--- config.mk ---
export PLATFORM = sky130hd
export DESIGN_NAME = audio_subframe_fmt
export DESIGN_NICKNAME = d
export VERILOG_FILES = /design/src/rtl/sfmt_pkg.sv /design/src/rtl/sfmt_hold.sv /design/src/rtl/sfmt_map.sv /design/src/rtl/sfmt_parity.sv /design/src/rtl/audio_subframe_fmt.sv
export SDC_FILE = /design/constraint.sdc
export NUM_CORES = 1
export LEC_CHECK = 0
export ABC_CLOCK_PERIOD_IN_PS = 2900
export BUFFER_PORTS_ARGS = -buffer_cell sky130_fd_sc_hd__clkbuf_2
export CORE_MARGIN = 5
export CORE_UTILIZATION = 53
export DETAILED_ROUTE_END_ITERATION = 10
export PLACE_DENSITY_LB_ADDON = 0.08
export SLEW_MARGIN = 20
export SYNTH_ARGS = -nofsm -noshare
export SYNTH_HDL_FRONTEND = slang
export SYNTH_HIERARCHICAL = 1
export SYNTH_SLANG_ARGS = --single-unit
export TNS_END_PERCENT = 5
--- constraint.sdc ---
create_clock -name clk -period 2.9 [get_ports clk]
set_input_delay 0.145 -clock clk [delete_from_list [all_inputs] [get_ports clk]]
set_output_delay 0.145 -clock clk [all_outputs]
set_load 0.02 [all_outputs]
--- src/rtl/sfmt_pkg.sv ---
// Package: shared field widths, width-mode codes and the subframe field record.
package sfmt_pkg;

    localparam int WORD_W  = 32;
    localparam int AUDIO_W = 20;
    localparam int AUX_W   = 4;
    localparam int PRE_W   = 4;
    localparam int HALF_W  = WORD_W / 2;
    localparam int SLOT_W  = AUDIO_W + AUX_W;

    typedef enum logic [1:0] {
        WM_16  = 2'b00,
        WM_20  = 2'b01,
        WM_24  = 2'b10,
        WM_RAW = 2'b11
    } width_mode_e;

    typedef struct packed {
        logic [PRE_W-1:0]   pre;
        logic [AUX_W-1:0]   aux;
        logic [AUDIO_W-1:0] audio;
        logic               vbit;
        logic               ubit;
        logic               cbit;
        logic               par;
    } sf_fields_t;

endpackage

--- src/rtl/sfmt_hold.sv ---
// Module: sfmt_hold
// Holds one accepted word together with its captured configuration. It also
// tracks which half of a packed word is presented.
// Assumes: packing is valid only with the 16-bit width code; otherwise the
// flag is dropped at capture.
module sfmt_hold
    import sfmt_pkg::*;
(
    input  logic              clk,
    input  logic              rst_n,
    input  logic [1:0]        cfg_width,
    input  logic              cfg_pack,
    input  logic              ext_user,
    input  logic              ext_chstat,
    input  logic              in_valid,
    output logic              in_ready,
    input  logic [WORD_W-1:0] in_word,
    input  logic              out_ready,
    output logic              full_q,
    output logic              half_q,
    output logic [WORD_W-1:0] word_q,
    output width_mode_e       width_q,
    output logic              pack_q,
    output logic              user_q,
    output logic              chstat_q
);

    logic last_part;
    logic take_in;
    logic take_out;

    // Marks the subframe now on the output as the final one of the held word.
    always_comb last_part = !pack_q || half_q;

    // Accept a word when empty or when the final subframe leaves this cycle.
    always_comb in_ready = !full_q || (out_ready && last_part);

    // Handshake events on both sides.
    always_comb begin
        take_in  = in_valid && in_ready;
        take_out = full_q && out_ready;
    end

    // Holding register: load on accept, advance half or empty on consume.
    always_ff @(posedge clk) begin
        if (!rst_n) begin
            full_q   <= 1'b0;
            half_q   <= 1'b0;
            word_q   <= '0;
            width_q  <= WM_16;
            pack_q   <= 1'b0;
            user_q   <= 1'b0;
            chstat_q <= 1'b0;
        end else if (take_in) begin
            full_q   <= 1'b1;
            half_q   <= 1'b0;
            word_q   <= in_word;
            width_q  <= width_mode_e'(cfg_width);
            pack_q   <= cfg_pack && (cfg_width == WM_16);
            user_q   <= ext_user;
            chstat_q <= ext_chstat;
        end else if (take_out) begin
            if (last_part) begin
                full_q <= 1'b0;
                half_q <= 1'b0;
            end else begin
                half_q <= 1'b1;
            end
        end
    end

    // a stalled output keeps its word and half selection.
    a_r10_hold_stable: assert property (@(posedge clk) disable iff (!rst_n)
        full_q && !out_ready |=> full_q && $stable(word_q) && $stable(half_q));

    // leaving the left half of a packed word presents the right half next.
    a_r8_second_half: assert property (@(posedge clk) disable iff (!rst_n)
        full_q && out_ready && pack_q && !half_q
        |=> full_q && half_q && $stable(word_q));

    // packing is never active with a width other than 16-bit.
    a_r9_pack_16_only: assert property (@(posedge clk) disable iff (!rst_n)
        full_q && (width_q != WM_16) |-> !pack_q);

endmodule

--- src/rtl/sfmt_map.sv ---
// Module: sfmt_map
// Places the held word into subframe fields for the captured width mode.
// Assumes: the parity for non-raw modes is added by the caller.
module sfmt_map
    import sfmt_pkg::*;
(
    input  logic [WORD_W-1:0] word,
    input  width_mode_e       width,
    input  logic              pack,
    input  logic              half,
    input  logic              user,
    input  logic              chstat,
    output sf_fields_t        fields,
    output logic              is_raw
);

    localparam int PAD16 = SLOT_W - HALF_W;
    localparam int PAD20 = SLOT_W - AUDIO_W;

    logic [HALF_W-1:0] s16;
    logic [SLOT_W-1:0] slot;

    // Picks the 16-bit sample: right half only for the second packed subframe.
    always_comb s16 = (pack && half) ? word[WORD_W-1:HALF_W] : word[HALF_W-1:0];

    // Builds the MSB-aligned 24-bit aux+audio slot for the justified modes.
    always_comb begin
        case (width)
            WM_16:   slot = {s16, {PAD16{1'b0}}};
            WM_20:   slot = {word[AUDIO_W-1:0], {PAD20{1'b0}}};
            default: slot = word[SLOT_W-1:0];
        endcase
    end

    // Fills every field: straight from the word in raw mode, from the slot otherwise.
    always_comb begin
        is_raw = (width == WM_RAW);
        if (is_raw) begin
            fields.par   = word[31];
            fields.cbit  = word[30];
            fields.ubit  = word[29];
            fields.vbit  = word[28];
            fields.audio = word[27:8];
            fields.aux   = word[7:4];
            fields.pre   = word[3:0];
        end else begin
            fields.par   = 1'b0;
            fields.cbit  = chstat;
            fields.ubit  = user;
            fields.vbit  = 1'b0;
            fields.audio = slot[SLOT_W-1:AUX_W];
            fields.aux   = slot[AUX_W-1:0];
            fields.pre   = '0;
        end
    end

endmodule

--- src/rtl/sfmt_parity.sv ---
// Module: sfmt_parity
// Computes the bit that makes a vector plus that bit hold an even count of ones.
// Assumes: N of at least 1. The XOR tree is built stage by stage.
module sfmt_parity #(
    parameter int N = 27
) (
    input  logic [N-1:0] bits,
    output logic         par
);

    logic [N-1:0] acc;

    assign acc[0] = bits[0];
    generate
        for (genvar i = 1; i < N; i++) begin : g_chain
            assign acc[i] = acc[i-1] ^ bits[i];
        end
    endgenerate

    // The last stage is the odd/even indicator itself.
    always_comb par = acc[N-1];

endmodule

--- src/rtl/audio_subframe_fmt.sv ---
// Module: audio_subframe_fmt
// Top: turns transmit FIFO words into subframe fields, one or two per word.
// Assumes: the serializer downstream takes a subframe whenever out_ready is high.
module audio_subframe_fmt
    import sfmt_pkg::*;
(
    input  logic               clk,
    input  logic               rst_n,
    input  logic [1:0]         cfg_width,
    input  logic               cfg_pack,
    input  logic               ext_user,
    input  logic               ext_chstat,
    input  logic               in_valid,
    output logic               in_ready,
    input  logic [WORD_W-1:0]  in_word,
    output logic               out_valid,
    input  logic               out_ready,
    output logic [PRE_W-1:0]   out_preamble,
    output logic [AUX_W-1:0]   out_aux,
    output logic [AUDIO_W-1:0] out_audio,
    output logic               out_valid_bit,
    output logic               out_user,
    output logic               out_chstat,
    output logic               out_parity
);

    localparam int PAR_N = AUX_W + AUDIO_W + 3;

    logic              full_q;
    logic              half_q;
    logic [WORD_W-1:0] word_q;
    width_mode_e       width_q;
    logic              pack_q;
    logic              user_q;
    logic              chstat_q;
    sf_fields_t        mapped;
    logic              is_raw;
    logic              calc_par;

    sfmt_hold u_hold (
        .clk        (clk),
        .rst_n      (rst_n),
        .cfg_width  (cfg_width),
        .cfg_pack   (cfg_pack),
        .ext_user   (ext_user),
        .ext_chstat (ext_chstat),
        .in_valid   (in_valid),
        .in_ready   (in_ready),
        .in_word    (in_word),
        .out_ready  (out_ready),
        .full_q     (full_q),
        .half_q     (half_q),
        .word_q     (word_q),
        .width_q    (width_q),
        .pack_q     (pack_q),
        .user_q     (user_q),
        .chstat_q   (chstat_q)
    );

    sfmt_map u_map (
        .word   (word_q),
        .width  (width_q),
        .pack   (pack_q),
        .half   (half_q),
        .user   (user_q),
        .chstat (chstat_q),
        .fields (mapped),
        .is_raw (is_raw)
    );

    sfmt_parity #(.N(PAR_N)) u_par (
        .bits ({mapped.aux, mapped.audio, mapped.vbit, mapped.ubit, mapped.cbit}),
        .par  (calc_par)
    );

    // Drives the output fields; parity comes from the word in raw mode.
    always_comb begin
        out_valid     = full_q;
        out_preamble  = mapped.pre;
        out_aux       = mapped.aux;
        out_audio     = mapped.audio;
        out_valid_bit = mapped.vbit;
        out_user      = mapped.ubit;
        out_chstat    = mapped.cbit;
        out_parity    = is_raw ? mapped.par : calc_par;
    end

    // in the justified modes the subframe bits 4..31 hold an even count of ones.
    a_r7_even_parity: assert property (@(posedge clk) disable iff (!rst_n)
        out_valid && (width_q != WM_RAW)
        |-> ($countones({out_aux, out_audio, out_valid_bit, out_user,
                         out_chstat, out_parity}) % 2) == 0);

    // the justified modes drive validity and preamble code to zero.
    a_r6_zero_fields: assert property (@(posedge clk) disable iff (!rst_n)
        out_valid && (width_q != WM_RAW) |-> !out_valid_bit && (out_preamble == '0));

    // stalled output fields stay put.
    a_r10_fields_stable: assert property (@(posedge clk) disable iff (!rst_n)
        out_valid && !out_ready
        |=> out_valid && $stable(out_audio) && $stable(out_aux) && $stable(out_parity));

    // out_valid is low on the cycle after reset.
    a_r1_reset_empty: assert property (@(posedge clk)
        !rst_n |=> !out_valid);

endmodule

Word level (Yosys, flattened, before mapping)
Index checks and enable logic that the tools add are counted.
- bits in registers: 39
- input port bits: 41
- output and inout bits: 34
- equal/unequal tests: 2
- mux-type cells: 8
- bitwise gates (word level): 27
- reduce and logical (&&, ||, !) cells: 15
- operator list (operator ; count):
    24-bit one-hot mux with 2 select lines ; 1
    32-bit two-way mux ; 1
    1-bit bitwise XOR ; 26
    16-bit two-way mux ; 1
    1-bit logical AND ; 5
    1-bit two-way mux ; 5
    2-bit logical NOT ; 2
    2-bit nonzero test ; 2
    2-bit by 1-bit equality test with 1-bit output, second input constant ; 1
    2-bit equality test, second input constant ; 1
    1-bit logical NOT ; 2
    1-bit logical OR ; 2
    2-bit AND reduction ; 1
    2-bit OR reduction ; 1
    1-bit inverter ; 1

Depth between registers and ports, before layout
Gate-level depths: netlist (run 1).
- depth after elaboration: 31
- depth in mapped cells: 10
- mapped depth without buffers: 8

Hierarchy
Netlist (run 1), hierarchy kept.
- modules (own cells, without submodules) (module ; times used ; cells each ; area an instance (µm²) ; seq. area each (µm²)):
    sfmt_hold ; 1 ; 175 ; 1622.8 ; 780.7
    sfmt_map ; 1 ; 88 ; 839.6 ; 0.0
    sfmt_parity ; 1 ; 24 ; 245.2 ; 0.0
    audio_subframe_fmt ; 1 ; 1 ; 15.0 ; 0.0

Least setup slack after synthesis (run 1)
No wires, ideal clock.
- kind: register -> output
- start: reg u_hold.width_q[0]
- end: out out_parity
- arrival time: 2.792 ns
- required time: 2.755 ns
- slack: -0.037 ns
- cell stages (with the launch flop): 10
- path buffers: 2
- cell sequence: dfxtp_1 -> buf_2 -> buf_2 -> mux2i_1 -> a221oi_1 -> xor2_1 -> xnor2_1 -> xnor2_2 -> xnor3_1 -> mux2_4
- elaborated cells on any way between the ends: 32
- those cells by class: 2 x eq/ne; 3 x mux; 26 x bitwise; 1 x reduce/logical
- RTL lines (what ; line ; RTL):
    start, declared ; sfmt_hold.sv:22 ; output width_mode_e width_q,
    start signal, assigned ; sfmt_hold.sv:58 ; width_q <= width_mode_e'(cfg_width);
    2-bit by 1-bit equality test with 1-bit output or 2-bit logical NOT (tied branches) ; sfmt_map.sv:28 ; case (width)
    24-bit one-hot mux with 2 select lines ; sfmt_map.sv:28 ;
    32-bit two-way mux (*) ; sfmt_map.sv:38 ; if (is_raw) begin
    net out_audio[8] ; audio_subframe_fmt.sv:20 ; output logic [AUDIO_W-1:0] out_audio,
    1-bit bitwise XOR (*) (16 in a row) ; sfmt_parity.sv:16 ; assign acc[i] = acc[i-1] ^ bits[i];
    net calc_par ; audio_subframe_fmt.sv:38 ; logic calc_par;
    1-bit two-way mux (*) ; audio_subframe_fmt.sv:85 ; out_parity = is_raw ? mapped.par : calc_par;
    end, declared ; audio_subframe_fmt.sv:24 ; output logic out_parity
Mark *: on every way through the listed nets, which the timed path passes. The rest lies on a longest branch.

Final worst setup path (run 1)
- start: reg u_hold.pack_q
- end: out out_parity
- longest elaborated chain between the ends: 25
- ends and longest elaborated chain (what ; line ; RTL):
    start, declared ; sfmt_hold.sv:23 ; output logic pack_q,
    start signal, assigned ; sfmt_hold.sv:59 ; pack_q <= cfg_pack && (cfg_width == WM_16);
    1-bit logical AND (*) ; sfmt_map.sv:24 ; always_comb s16 = (pack && half) ? word[WORD_W-1:HALF_W] : word[HALF_W-1:0];
    16-bit two-way mux (*) ; sfmt_map.sv:24 ;
    24-bit one-hot mux with 2 select lines (*) ; sfmt_map.sv:28 ;
    32-bit two-way mux (*) ; sfmt_map.sv:38 ;
    1-bit bitwise XOR (15 in a row) ; sfmt_parity.sv:16 ;
    1-bit bitwise XOR (*) (5 in a row) ; sfmt_parity.sv:16 ;
    net calc_par ; audio_subframe_fmt.sv:38 ;
    1-bit two-way mux (*) ; audio_subframe_fmt.sv:85 ;
Marked as above.

==> results of run 1 <==
-- final cells by class --
type | count | area (µm²) | share of cell area
Multi-Input combinational cell | 226 | 1890 | 0.554
Inverter | 2 | 7.51 | 0.00220
Sequential cell | 39 | 791 | 0.232
Timing Repair Buffer | 93 | 544 | 0.160
Clock inverter | 3 | 20.0 | 0.00587
Clock buffer | 5 | 68.8 | 0.0202
Tap cell | 70 | 87.6 | 0.0257
-- tightest hold or removal path: stages --
cell      delay, ns
clkbuf_2       0.08
nand2_1        0.04
mux2i_1        0.05
-- cell families (layout without fill, tap and decap cells) --
group / count (synthesis) / after routing / synth area share
flip-flops: 39 / 39 / 0.287
multiplexers: 80 / 80 / 0.342
buffers and inverters: 24 / 103 / 0.0643
AO/OA/AOI/OAI: 16 / 16 / 0.0501
AND/OR/NAND/NOR: 105 / 106 / 0.167
XOR/XNOR: 24 / 24 / 0.0901
-- cell usage in the layout, fill, tap and decap left out, types with 2 or more instances in the layout --
cell type   synthesis  final
nand2_1            76     76
clkbuf_2            0     73
mux2i_1            57     57
dfxtp_1            39     35
buf_4               1     17
xnor2_1            19     14
mux2_2             12     11
nor2_1             10      9
mux4_2              8      8
a221oi_2            0      8
and3_1              6      6
xnor2_2             1      6
clkbuf_8            0      5
nor2b_1             5      5
mux2_4              3      4
a22o_1              4      4
nand3_1             3      3
clkinvlp_4          0      2
nand2_4             1      2
a21boi_0            2      2
inv_1               2      2
nand2b_2            1      2
dfxtp_4             0      2
buf_12              4      2
dfxtp_2             0      2
xnor3_1             2      2
-- power breakdown --
| group | total (mW) | switching [mW] | internal, mW | leakage, nW |
|---|---|---|---|---|
| Sequential | 0.626 | 0.0516 | 0.575 | 0.324 |
| Combinational | 0.865 | 0.406 | 0.459 | 1.29 |
| Clock | 0.368 | 0.201 | 0.167 | 0.0402 |
| Total | 1.86 | 0.658 | 1.20 | 1.65 |
-- layer usage --
layer / global-route usage / vias up / share of wire
li1: - / 1157 / -
met1: 0.290 / 1079 / 0.42
met2: 0.352 / 65 / 0.48
met3: 0.0537 / 12 / 0.078
met4: 0.0664 / 0 / 0.019
met5: 0 / - / 0
-- sequential cells by signal, summed over array words and instances, names as in the netlist --
| register | flops |
|---|---|
| u_hold/full_q | 1 |
| u_hold/chstat_q | 1 |
| u_hold/half_q | 1 |
| u_hold/pack_q | 1 |
| u_hold/word_q | 32 |
| u_hold/user_q | 1 |
| u_hold/width_q | 2 |
-- cells in the mapped netlist, drive strengths merged, types with 6 or more instances --
cell type | count | area [µm²]
nor2b | 6 | 45.0
mux4 | 8 | 180
xnor2 | 20 | 183
clkbuf | 8 | 30.0
a221oi | 8 | 70.1
mux2 | 15 | 180
buf | 14 | 138
dfxtp | 39 | 781
mux2i | 57 | 571
nand2 | 77 | 297
nor2 | 10 | 37.5
and3 | 6 | 37.5
-- timing repair --
| item | 4_1_cts | 5_1_grt |
|---|---|---|
| gates cloned | 1 | 0 |
| setup endpoints to repair | 1 | 1 |
| resized for setup | 6 | 13 |
| pin swaps | 3 | 6 |
| buffers inserted | 0 | 2 |
-- worst paths after layout --
kind | startpoint | end
max | u_hold/pack_q | out_parity
min | in_word[23] | u_hold/word_q[23]
max reg2reg | u_hold/pack_q | u_hold/chstat_q
min reg2reg | u_hold/user_q | u_hold/user_q
==> impl_metrics.json, run 1 <==
{
  "ys_warn_count": 6,
  "p_leak_nw": 1.65,
  "rsz0062_at_grt": "true",
  "insertion_delay_ns": 0.29,
  "crit_chain": "nand2_4 > mux2_4 > mux4_2 > xor2_2 > xnor2_2 > xnor3_1 > xnor3_1 > mux2_4 > buf_6",
  "reg2reg_depth": 5,
  "worstMarginPinSlew_ns": 0.558,
  "max_stage_delay_ns": 0.51,
  "slew_violations": 0,
  "die_w_um": 81.7,
  "final_core_util": 0.676,
  "place_inst": 427,
  "dp_slack_ns": 0.109,
  "start_util": 0.540,
  "dpl_cell_area_um2": 3220,
  "irDropWorstVdd_mv": 0.335,
  "cp_top_family": "multiplexers",
  "fin_crit_ns": 3.12,
  "cp_slowest_cell": "mux4_2",
  "wl_um": 6910,
  "syn_avg_cell_area_um2": 9.45,
  "fin_worst_skew_ns": 0.00370,
  "clk_pin_slew_ns": 0.08,
  "drt_iter0_markers": 120,
  "core_region_area_um2": 5040,
  "track_usage": 0.219,
  "drive_gt1_frac": 0.408,
  "num_vias": 2313,
  "ys_ff_latch": 39,
  "die_h_um": 81.7,
  "clock-sinks": 39,
  "dr.pass1.iters": 4,
  "cts.htree.levels": 2,
  "synth-async-reset-ratio": 0,
  "final_area_um2": 3410,
  "grt_max_degree": 29,
  "hold_slack_ns": 0.0666,
  "cts_tree": "done",
  "route.antenna.remaining_nets": 0,
  "finalWorstSetupSlack_ns": -0.218,
  "worst-endpoint-required_ns": 2.76,
  "hold_depth": 3,
  "violations": "setup timing",
  "outcome": "complete, but fails checks",
  "gp_congestion": 0.882,
  "cap_violations": 0,
  "cp-end-kind": "output pin",
  "antenna_found_initial": 0,
  "hpwl_um": 5350,
  "synthesis.nets": 329,
  "grt.overflow.total": 0,
  "tns_ns": -0.218,
  "crit_fanout": 4,
  "finalPower_mw": 1.86,
  "rows": 26,
  "rrSetupSlack_ns": 1.20,
  "relSlewSlack": 0.626,
  "ctsLongestPathBuffers": 2,
  "cp_num_cells": 9,
  "ctsHoldBuffers": 0,
  "crit_type": "flip-flop to output pin",
  "synth_edf_count": 0,
  "grt_pass1_wl_um": 11100,
  "syn_to_final_growth_pct": 25.2,
  "cts_made_buffers": 5,
  "routed_via_density": 5.28,
  "cp-start-kind": "flip-flop",
  "drcViolationCount": 0,
  "n_fill_cell": 418,
  "crit_arrival_ns": 2.97,
  "hold_viol": 0,
  "path_buf_inv": 1,
  "portBuffers": 74,
  "fin_cells": 438,
  "finalCritPeriodShare": 1.08,
  "yosysSeqAreaShare": 0.287,
  "finalSetupViolCount": 1,
  "syn_area_um2": 2720,
  "antenna_cells": 0,
  "synthCells": 288,
  "hold_path.class": "input pin to flip-flop",
  "synth-main-ff-cell": "dfxtp_1",
  "first_global_vias": 2174,
  "wl_per_cell_um": 15.8,
  "clock.fmax_mhz": 321,
  "cellPowerDensity_nw_per_um2": 545,
  "finalNetCount": 408,
  "io_pins": 75,
  "dieArea_um2": 6670,
  "ys_types": 31,
  "cts_root_buf": "clkbuf_8"
}
(Power assumes the default switching activity.)
==> inputs of run 2 (changes only) <==
--- a/config.mk
+++ b/config.mk
@@ -6,11 +6,11 @@
 export NUM_CORES = 1
 export LEC_CHECK = 0
+export ABC_AREA = 1
 export ABC_CLOCK_PERIOD_IN_PS = 2900
 export BUFFER_PORTS_ARGS = -buffer_cell sky130_fd_sc_hd__clkbuf_2
 export CORE_MARGIN = 5
-export CORE_UTILIZATION = 53
+export CORE_UTILIZATION = 55
 export DETAILED_ROUTE_END_ITERATION = 10
 export PLACE_DENSITY_LB_ADDON = 0.08
-export SLEW_MARGIN = 20
 export SYNTH_ARGS = -nofsm -noshare
 export SYNTH_HDL_FRONTEND = slang
==> constraint.sdc (replaced) <==
create_clock -name clk -period 2.9 [get_ports clk]
set_input_delay 0.145 -clock clk [delete_from_list [all_inputs] [get_ports clk]]
set_output_delay 0.145 -clock clk [all_outputs]
set_load 0.01 [all_outputs]
==> run 2 against run 1 <==
Design area increased by 12%. Worst setup slack improved by 0.34 ns. Sequential power increased by 1%. Largest power group unchanged. Area after synthesis increased by 20%. The flow now finishes without violations. Critical path type unchanged. Critical endpoint unchanged. Combinational power decreased by 19%. Non-clock buffer count decreased by 6. Final cell count increased by 65%.
==> impl_metrics.json, run 2 <==
{
  "outcome": "finished clean",
  "track_usage": 0.248,
  "grt.overflow.total": 0,
  "start_util": 0.558,
  "final_area_um2": 3830,
  "dieArea_um2": 7570,
  "worstMarginPinSlew_ns": 0.765,
  "ys_ff_latch": 39,
  "seqCellArea_um2": 790,
  "slew_violations": 0,
  "synth-main-ff-cell": "dfxtp_1",
  "dp_slack_ns": 0.182,
  "reg_top3": "u_hold/word_q (32), u_hold/width_q (2)",
  "max_stage_delay_ns": 0.42,
  "cp-start-kind": "flip-flop",
  "cts_root_buf": "clkbuf_8",
  "antenna_found_initial": 0,
  "path_buf_inv": 6,
  "synth_area_leader_cell": "dfxtp_1",
  "finalNetCount": 687,
  "insertion_delay_ns": 0.29,
  "mostFrequentLayoutCell": "nand2_1",
  "gp_congestion": 0.915,
  "fin_cells": 722,
  "top_register": "u_hold/word_q",
  "antenna_cells": 0,
  "ys_types": 23,
  "finalSetupViolCount": 0,
  "n_fill_cell": 594,
  "layout_common_cells": "nand2_1 (174), inv_1 (102), nand3_1 (85)",
  "synthTopCellsByCount": "nand2_1 (180), inv_1 (104), nand3_1 (85)",
  "synth_edf_count": 0,
  "dpl_cell_area_um2": 3550,
  "cts_tree": "done",
  "hpwl_um": 6890,
  "p_leak_nw": 2.22,
  "ctsLongestPathBuffers": 2,
  "num_vias": 3664,
  "place_inst": 709,
  "dr.pass1.iters": 5,
  "clk_pin_slew_ns": 0.08,
  "hold_path.class": "input pin to flip-flop",
  "routed_via_density": 5.07,
  "cellPowerDensity_nw_per_um2": 469,
  "wl_per_cell_um": 12.7,
  "yosysSeqAreaShare": 0.239,
  "grt_pass1_wl_um": 15200,
  "crit_chain": "buf_8 > clkinvlp_4 > nand2_4 > o221ai_4 > nand2_2 > inv_1 > nor2_2 > nor2_1 > nor2_1 > nand2_1 > nand2_1 > nand2_1 > nand2_2 > inv_2 > nand2_2 > nand2_1 > nand2_1 > nand2_1 > inv_1 > nand2_1 > nand2_1 > buf_2",
  "synth_top_area_frac": 0.239,
  "ctsHoldBuffers": 0,
  "fin_worst_skew_ns": 0.00662,
  "drcViolationCount": 0,
  "cts.htree.levels": 2,
  "drive_gt1_frac": 0.199,
  "finalWorstSetupSlack_ns": 0.123,
  "route.antenna.remaining_nets": 0,
  "wl_um": 9200,
  "core_region_area_um2": 5850,
  "drt_iter0_markers": 244,
  "clock.fmax_mhz": 360,
  "path_common_cell": "nand2_1",
  "relSlewSlack": 0.490,
  "synthesis.nets": 628,
  "cp-end-kind": "output pin",
  "ys_top_cells_by_area": "dfxtp_1 (24%), nand2_1 (21%), nand3_1 (13%), inv_1 (12%), nor2_1 (7.1%)",
  "grt_max_degree": 78,
  "syn_area_um2": 3260,
  "die_h_um": 87.0,
  "crit_arrival_ns": 2.63,
  "portBuffers": 74,
  "cap_violations": 0,
  "multi_input_area_um2": 1930,
  "io_pins": 75,
  "die_w_um": 87.0,
  "crit_fanout": 8,
  "syn_avg_cell_area_um2": 5.56,
  "worst-endpoint-required_ns": 2.76,
  "rsz0062_at_grt": "true",
  "crit_type": "flip-flop to output pin",
  "finalCritPeriodShare": 0.958,
  "first_global_vias": 3256,
  "irDropWorstVdd_mv": 0.398,
  "fin_crit_ns": 2.78,
  "hold_viol": 0,
  "synth-async-reset-ratio": 0,
  "syn_to_final_growth_pct": 17.4,
  "clock-sinks": 39,
  "cp_slowest_cell": "dfxtp_4",
  "cp_top_family": "simple AND/OR/NAND/NOR gates",
  "ys_warn_count": 6,
  "synth_most_common_cell": "nand2_1",
  "cts_made_buffers": 5,
  "synthCells": 587,
  "largest_register_ffs": 32,
  "rows": 28
}
-- run 2: kinds of logic after synthesis --
kind of cell,share of synthesized area
buffers and inverters,0.196
flip-flops,0.239
AO/OA/AOI/OAI,0.0944
AND/OR/NAND/NOR,0.438
XOR/XNOR,0.0318
-- run 2: what timing repair did --
action,in CTS,in global routing
setup buffers,0,5
endpoints found under the setup margin,1,1
gates cloned,0,0
gates resized for setup,4,31
pin swaps,0,8
-- run 2: where the power goes --
group	switching (mW)	leakage, nW	internal (mW)
sequential	0.0559	0.325	0.579
combinational	0.426	1.83	0.272
clock	0.184	0.0612	0.278
total	0.666	2.22	1.13
-- run 2: path summary, 6_finish.rpt --
path	from	end	slack, ns	cells past startpoint
min	in_word[0]	u_hold/word_q[0]	0.16	5
min reg2reg	u_hold/user_q	u_hold/user_q	0.48	2
max reg2reg	u_hold/pack_q	u_hold/word_q[18]	1.27	7
max	u_hold/width_q[0]	out_parity	0.12	22
-- run 2: layer usage --
metal / vias up / share of wire / routed length (µm) / GRT usage
li1: 1899 / - / - / -
met1: 1614 / 0.46 / 4250 / 0.352
met2: 132 / 0.45 / 4150 / 0.384
met3: 19 / 0.060 / 548 / 0.0312
met4: 0 / 0.027 / 253 / 0.0850
met5: - / 0 / 0 / 0
-- run 2: worst min-delay path, stage by stage --
cell	delay, ns
clkbuf_2	0.08
inv_1	0.04
nand3_1	0.06
nand2_1	0.05
nor2_1	0.03
-- run 2: cell type report --
cell class	count	area share
tap	75	0.0245
sequential	39	0.206
timing repair buffer	87	0.126
clock inverter	2	0.00915
multi-input combinational	406	0.505
inverter	107	0.107
clock buffer	6	0.0216
-- run 2: stage by stage --
| step | setup TNS [ns] | hold slack (ns) | util | total power [mW] |
|---|---|---|---|---|
| finish | 0 | 0.159 | 0.654 | 1.80 |
| global route | -0.0961 | 0.172 | 0.654 | 1.93 |
| CTS | 0 | 0.156 | 0.629 | 1.76 |
| detailed placement | 0 | 0.462 | 0.606 | 1.30 |
| global placement | 0 | 0.454 | 0.606 | 1.29 |
| floorplan | 0 | 0.364 | - | 1.13 |
==> inputs of run 3 (changes only) <==
CORE_UTILIZATION = 53   (was 55)
PLACE_DENSITY = 0.77   (was default)
PLACE_DENSITY_LB_ADDON = default   (was 0.08)
SYNTH_HIERARCHICAL = default   (was 1)
==> run 3 against run 2 <==
Critical endpoint unchanged. Worst hold slack worse by 0.061 ns. Non-clock buffer count is 3 lower. Wire length decreased by 4.7%. Highest routed layer unchanged. Largest power group is now sequential cells. Critical path depth shrank 6. First-iteration DRC count is 13% higher. Synthesized cell count shrank 13%. Fmax up 4.5%. Area after synthesis down 14%. Global-route usage increased by 0.73 points. Register-to-register slack lost 0.27 ns. Final cell count down 11%.
==> impl_metrics.json, run 3 <==
{
  "finalWorstSetupSlack_ns": 0.242,
  "switching_share": 0.371,
  "synth_most_common_cell": "nand2_1",
  "portBuffers": 74,
  "syn_area_um2": 2820,
  "cp-start-kind": "flip-flop",
  "clk_pin_slew_ns": 0.08,
  "hold_path.class": "input pin to flip-flop",
  "synthesis.nets": 549,
  "tns_ns": 0,
  "largest_register_ffs": 32,
  "synth_top_area_frac": 0.277,
  "start_util": 0.548,
  "grt.overflow.total": 0,
  "synth_edf_count": 0,
  "dpl_cell_area_um2": 3200,
  "drt_iter0_markers": 276,
  "grt_max_degree": 40,
  "slew_violations": 0,
  "fin_worst_skew_ns": 0.00566,
  "finalPower_mw": 1.66,
  "track_usage": 0.255,
  "dieArea_um2": 6870,
  "relSlewSlack": 0.607,
  "worst-endpoint-required_ns": 2.76,
  "num_vias": 3364,
  "drive_gt1_frac": 0.182,
  "ys_ff_latch": 39,
  "synthTopCellsByCount": "nand2_1 (164), inv_1 (67), a21oi_1 (51)",
  "die_w_um": 82.9,
  "clock-sinks": 39,
  "first_global_vias": 3120,
  "cts_made_buffers": 5,
  "ctsHoldBuffers": 0,
  "fin_crit_ns": 2.66,
  "antenna_cells": 0,
  "layout_common_cells": "nand2_1 (162), clkbuf_2 (74), inv_1 (67)",
  "cp-end-kind": "output pin",
  "holdPathEnd": "u_hold.word_q[20]",
  "rrSetupSlack_ns": 1.00,
  "rows": 26,
  "final_area_um2": 3370,
  "p_clk_frac": 0.267,
  "outcome": "finished clean",
  "grt_pass1_wl_um": 14600,
  "routed_via_density": 5.24,
  "hold_viol": 0,
  "r2r_end": "u_hold.word_q[28]",
  "p_leak_nw": 1.89,
  "p_sw_mw": 0.617,
  "io_pins": 75,
  "gp_congestion": 0.991,
  "finalCritPeriodShare": 0.917,
  "p_int_mw": 1.05,
  "seq_power_share": 0.376,
  "route.antenna.remaining_nets": 0,
  "hold_depth": 3,
  "yosysSeqAreaShare": 0.277,
  "synth_area_leader_cell": "dfxtp_1",
  "finalSetupViolCount": 0,
  "cellPowerDensity_nw_per_um2": 493,
  "crit_type": "flip-flop to output pin",
  "wl_per_cell_um": 13.7,
  "antenna_found_initial": 0,
  "ys_top_cells_by_area": "dfxtp_1 (28%), nand2_1 (22%), a21oi_1 (9.1%), inv_1 (8.9%), nand3_1 (8.9%)",
  "pwr-share-comb": 0.357,
  "cts_tree": "done",
  "cts.htree.levels": 2,
  "syn_avg_cell_area_um2": 5.55,
  "synth-main-ff-cell": "dfxtp_1",
  "worstMarginPinSlew_ns": 0.589,
  "ys_warn_count": 0,
  "cap_violations": 0,
  "crit_fanout": 21,
  "finalNetCount": 613,
  "irDropWorstVdd_mv": 0.396,
  "syn_to_final_growth_pct": 19.8,
  "core_region_area_um2": 5140,
  "ctsLongestPathBuffers": 2,
  "mostFrequentLayoutCell": "nand2_1",
  "dp_slack_ns": 0.361,
  "reg_top3": "u_hold.word_q (32), u_hold.width_q (2)",
  "top_register": "u_hold.word_q",
  "synthCells": 508,
  "die_h_um": 82.9,
  "hpwl_um": 6930,
  "ys_types": 23,
  "hold_start": "in_word[20]",
  "clock.fmax_mhz": 376,
  "reg2reg_depth": 7,
  "insertion_delay_ns": 0.29,
  "drcViolationCount": 0,
  "r2r-start": "u_hold.pack_q",
  "dr.pass1.iters": 5,
  "cts_root_buf": "clkbuf_8",
  "synth-async-reset-ratio": 0,
  "wl_um": 8770,
  "crit_arrival_ns": 2.51
}
-- run 3: changes by cell type after synthesis, sizes merged, moves of 16 or more --
cell   previous run  this run
buf              31        15
inv             107        71
nand2           188       165
nand3            85        50
nor2             63        36
o21ai             5        58
-- run 3: what timing repair did --
| item | 4_1_cts | 5_1_grt |
|---|---|---|
| setup buffers | 0 | 3 |
| setup endpoints to repair | 0 | 1 |
| gates resized for setup | 0 | 9 |
-- run 3: cell type report --
| type | count | area, µm² |
|---|---|---|
| Inverter | 71 | 267 |
| Clock inverter | 2 | 37.5 |
| Tap cell | 70 | 87.6 |
| Multi-Input combinational cell | 371 | 1670 |
| Fill cell | 534 | 1770 |
| Clock buffer | 5 | 68.8 |
| Sequential cell | 39 | 783 |
| Timing Repair Buffer | 84 | 462 |
-- run 3: worst max-delay path by stage --
stage | from | to | slack (ns) | cells past startpoint
2_1_floorplan | u_hold.width_q[1] | out_parity | 0.86 | 16
3_3_place_gp | u_hold.half_q | out_parity | 0.44 | 17
6_report | u_hold.width_q[1] | out_parity | 0.24 | 16
4_1_cts | u_hold.half_q | out_parity | 0.03 | 17
5_1_grt | u_hold.pack_q | out_parity | -0.004 | 19
3_5_place_dp | u_hold.half_q | out_parity | 0.36 | 17
-- run 3: through the flow --
| step | hold WS (ns) | util | cells |
|---|---|---|---|
| finish | 0.0977 | 0.657 | 642 |
| global route | 0.0934 | 0.657 | 642 |
| CTS | 0.0923 | 0.644 | 639 |
| detailed placement | 0.399 | 0.623 | 632 |
| global placement | 0.394 | 0.623 | 632 |
| floorplan | 0.301 | - | 508 |
-- run 3: logic make-up after synthesis --
group,after synthesis,synth area share
and+or+nand+nor,253,0.366
AOI/OAI and AO/OA,118,0.217
buffers and inverters,98,0.140
DFF,39,0.277
-- run 3: critical path, stage by stage (launching register included) --
cell and delay (ns):
dfxtp_2 0.43, buf_6 0.24, nand2_1 0.20, o211ai_1 0.34, inv_1 0.07, nand2_1 0.09
nand2_1 0.07, nand2_1 0.10, inv_2 0.03, nor2_1 0.12, nand2_1 0.09, nand3_1 0.11
nand2_1 0.06, nand2_1 0.05, nand3_1 0.06, nand2_1 0.06, clkbuf_2 0.12
-- run 3: power groups by stage --
stage	combinational (mW)	clock, mW	sequential [mW]
6_report	0.593	0.444	0.626
2_1_floorplan	0.409	0	0.616
4_1_cts	0.574	0.452	0.621
3_3_place_gp	0.562	0	0.633
5_1_grt	0.676	0.473	0.632
3_5_place_dp	0.573	0	0.634
-- run 3: metal layers --
metal	routed length (µm)	share of wire	track usage
met5	0	0	0
met1	4110	0.47	0.352
met4	197	0.022	0.0862
met3	550	0.063	0.0386
met2	3910	0.45	0.403
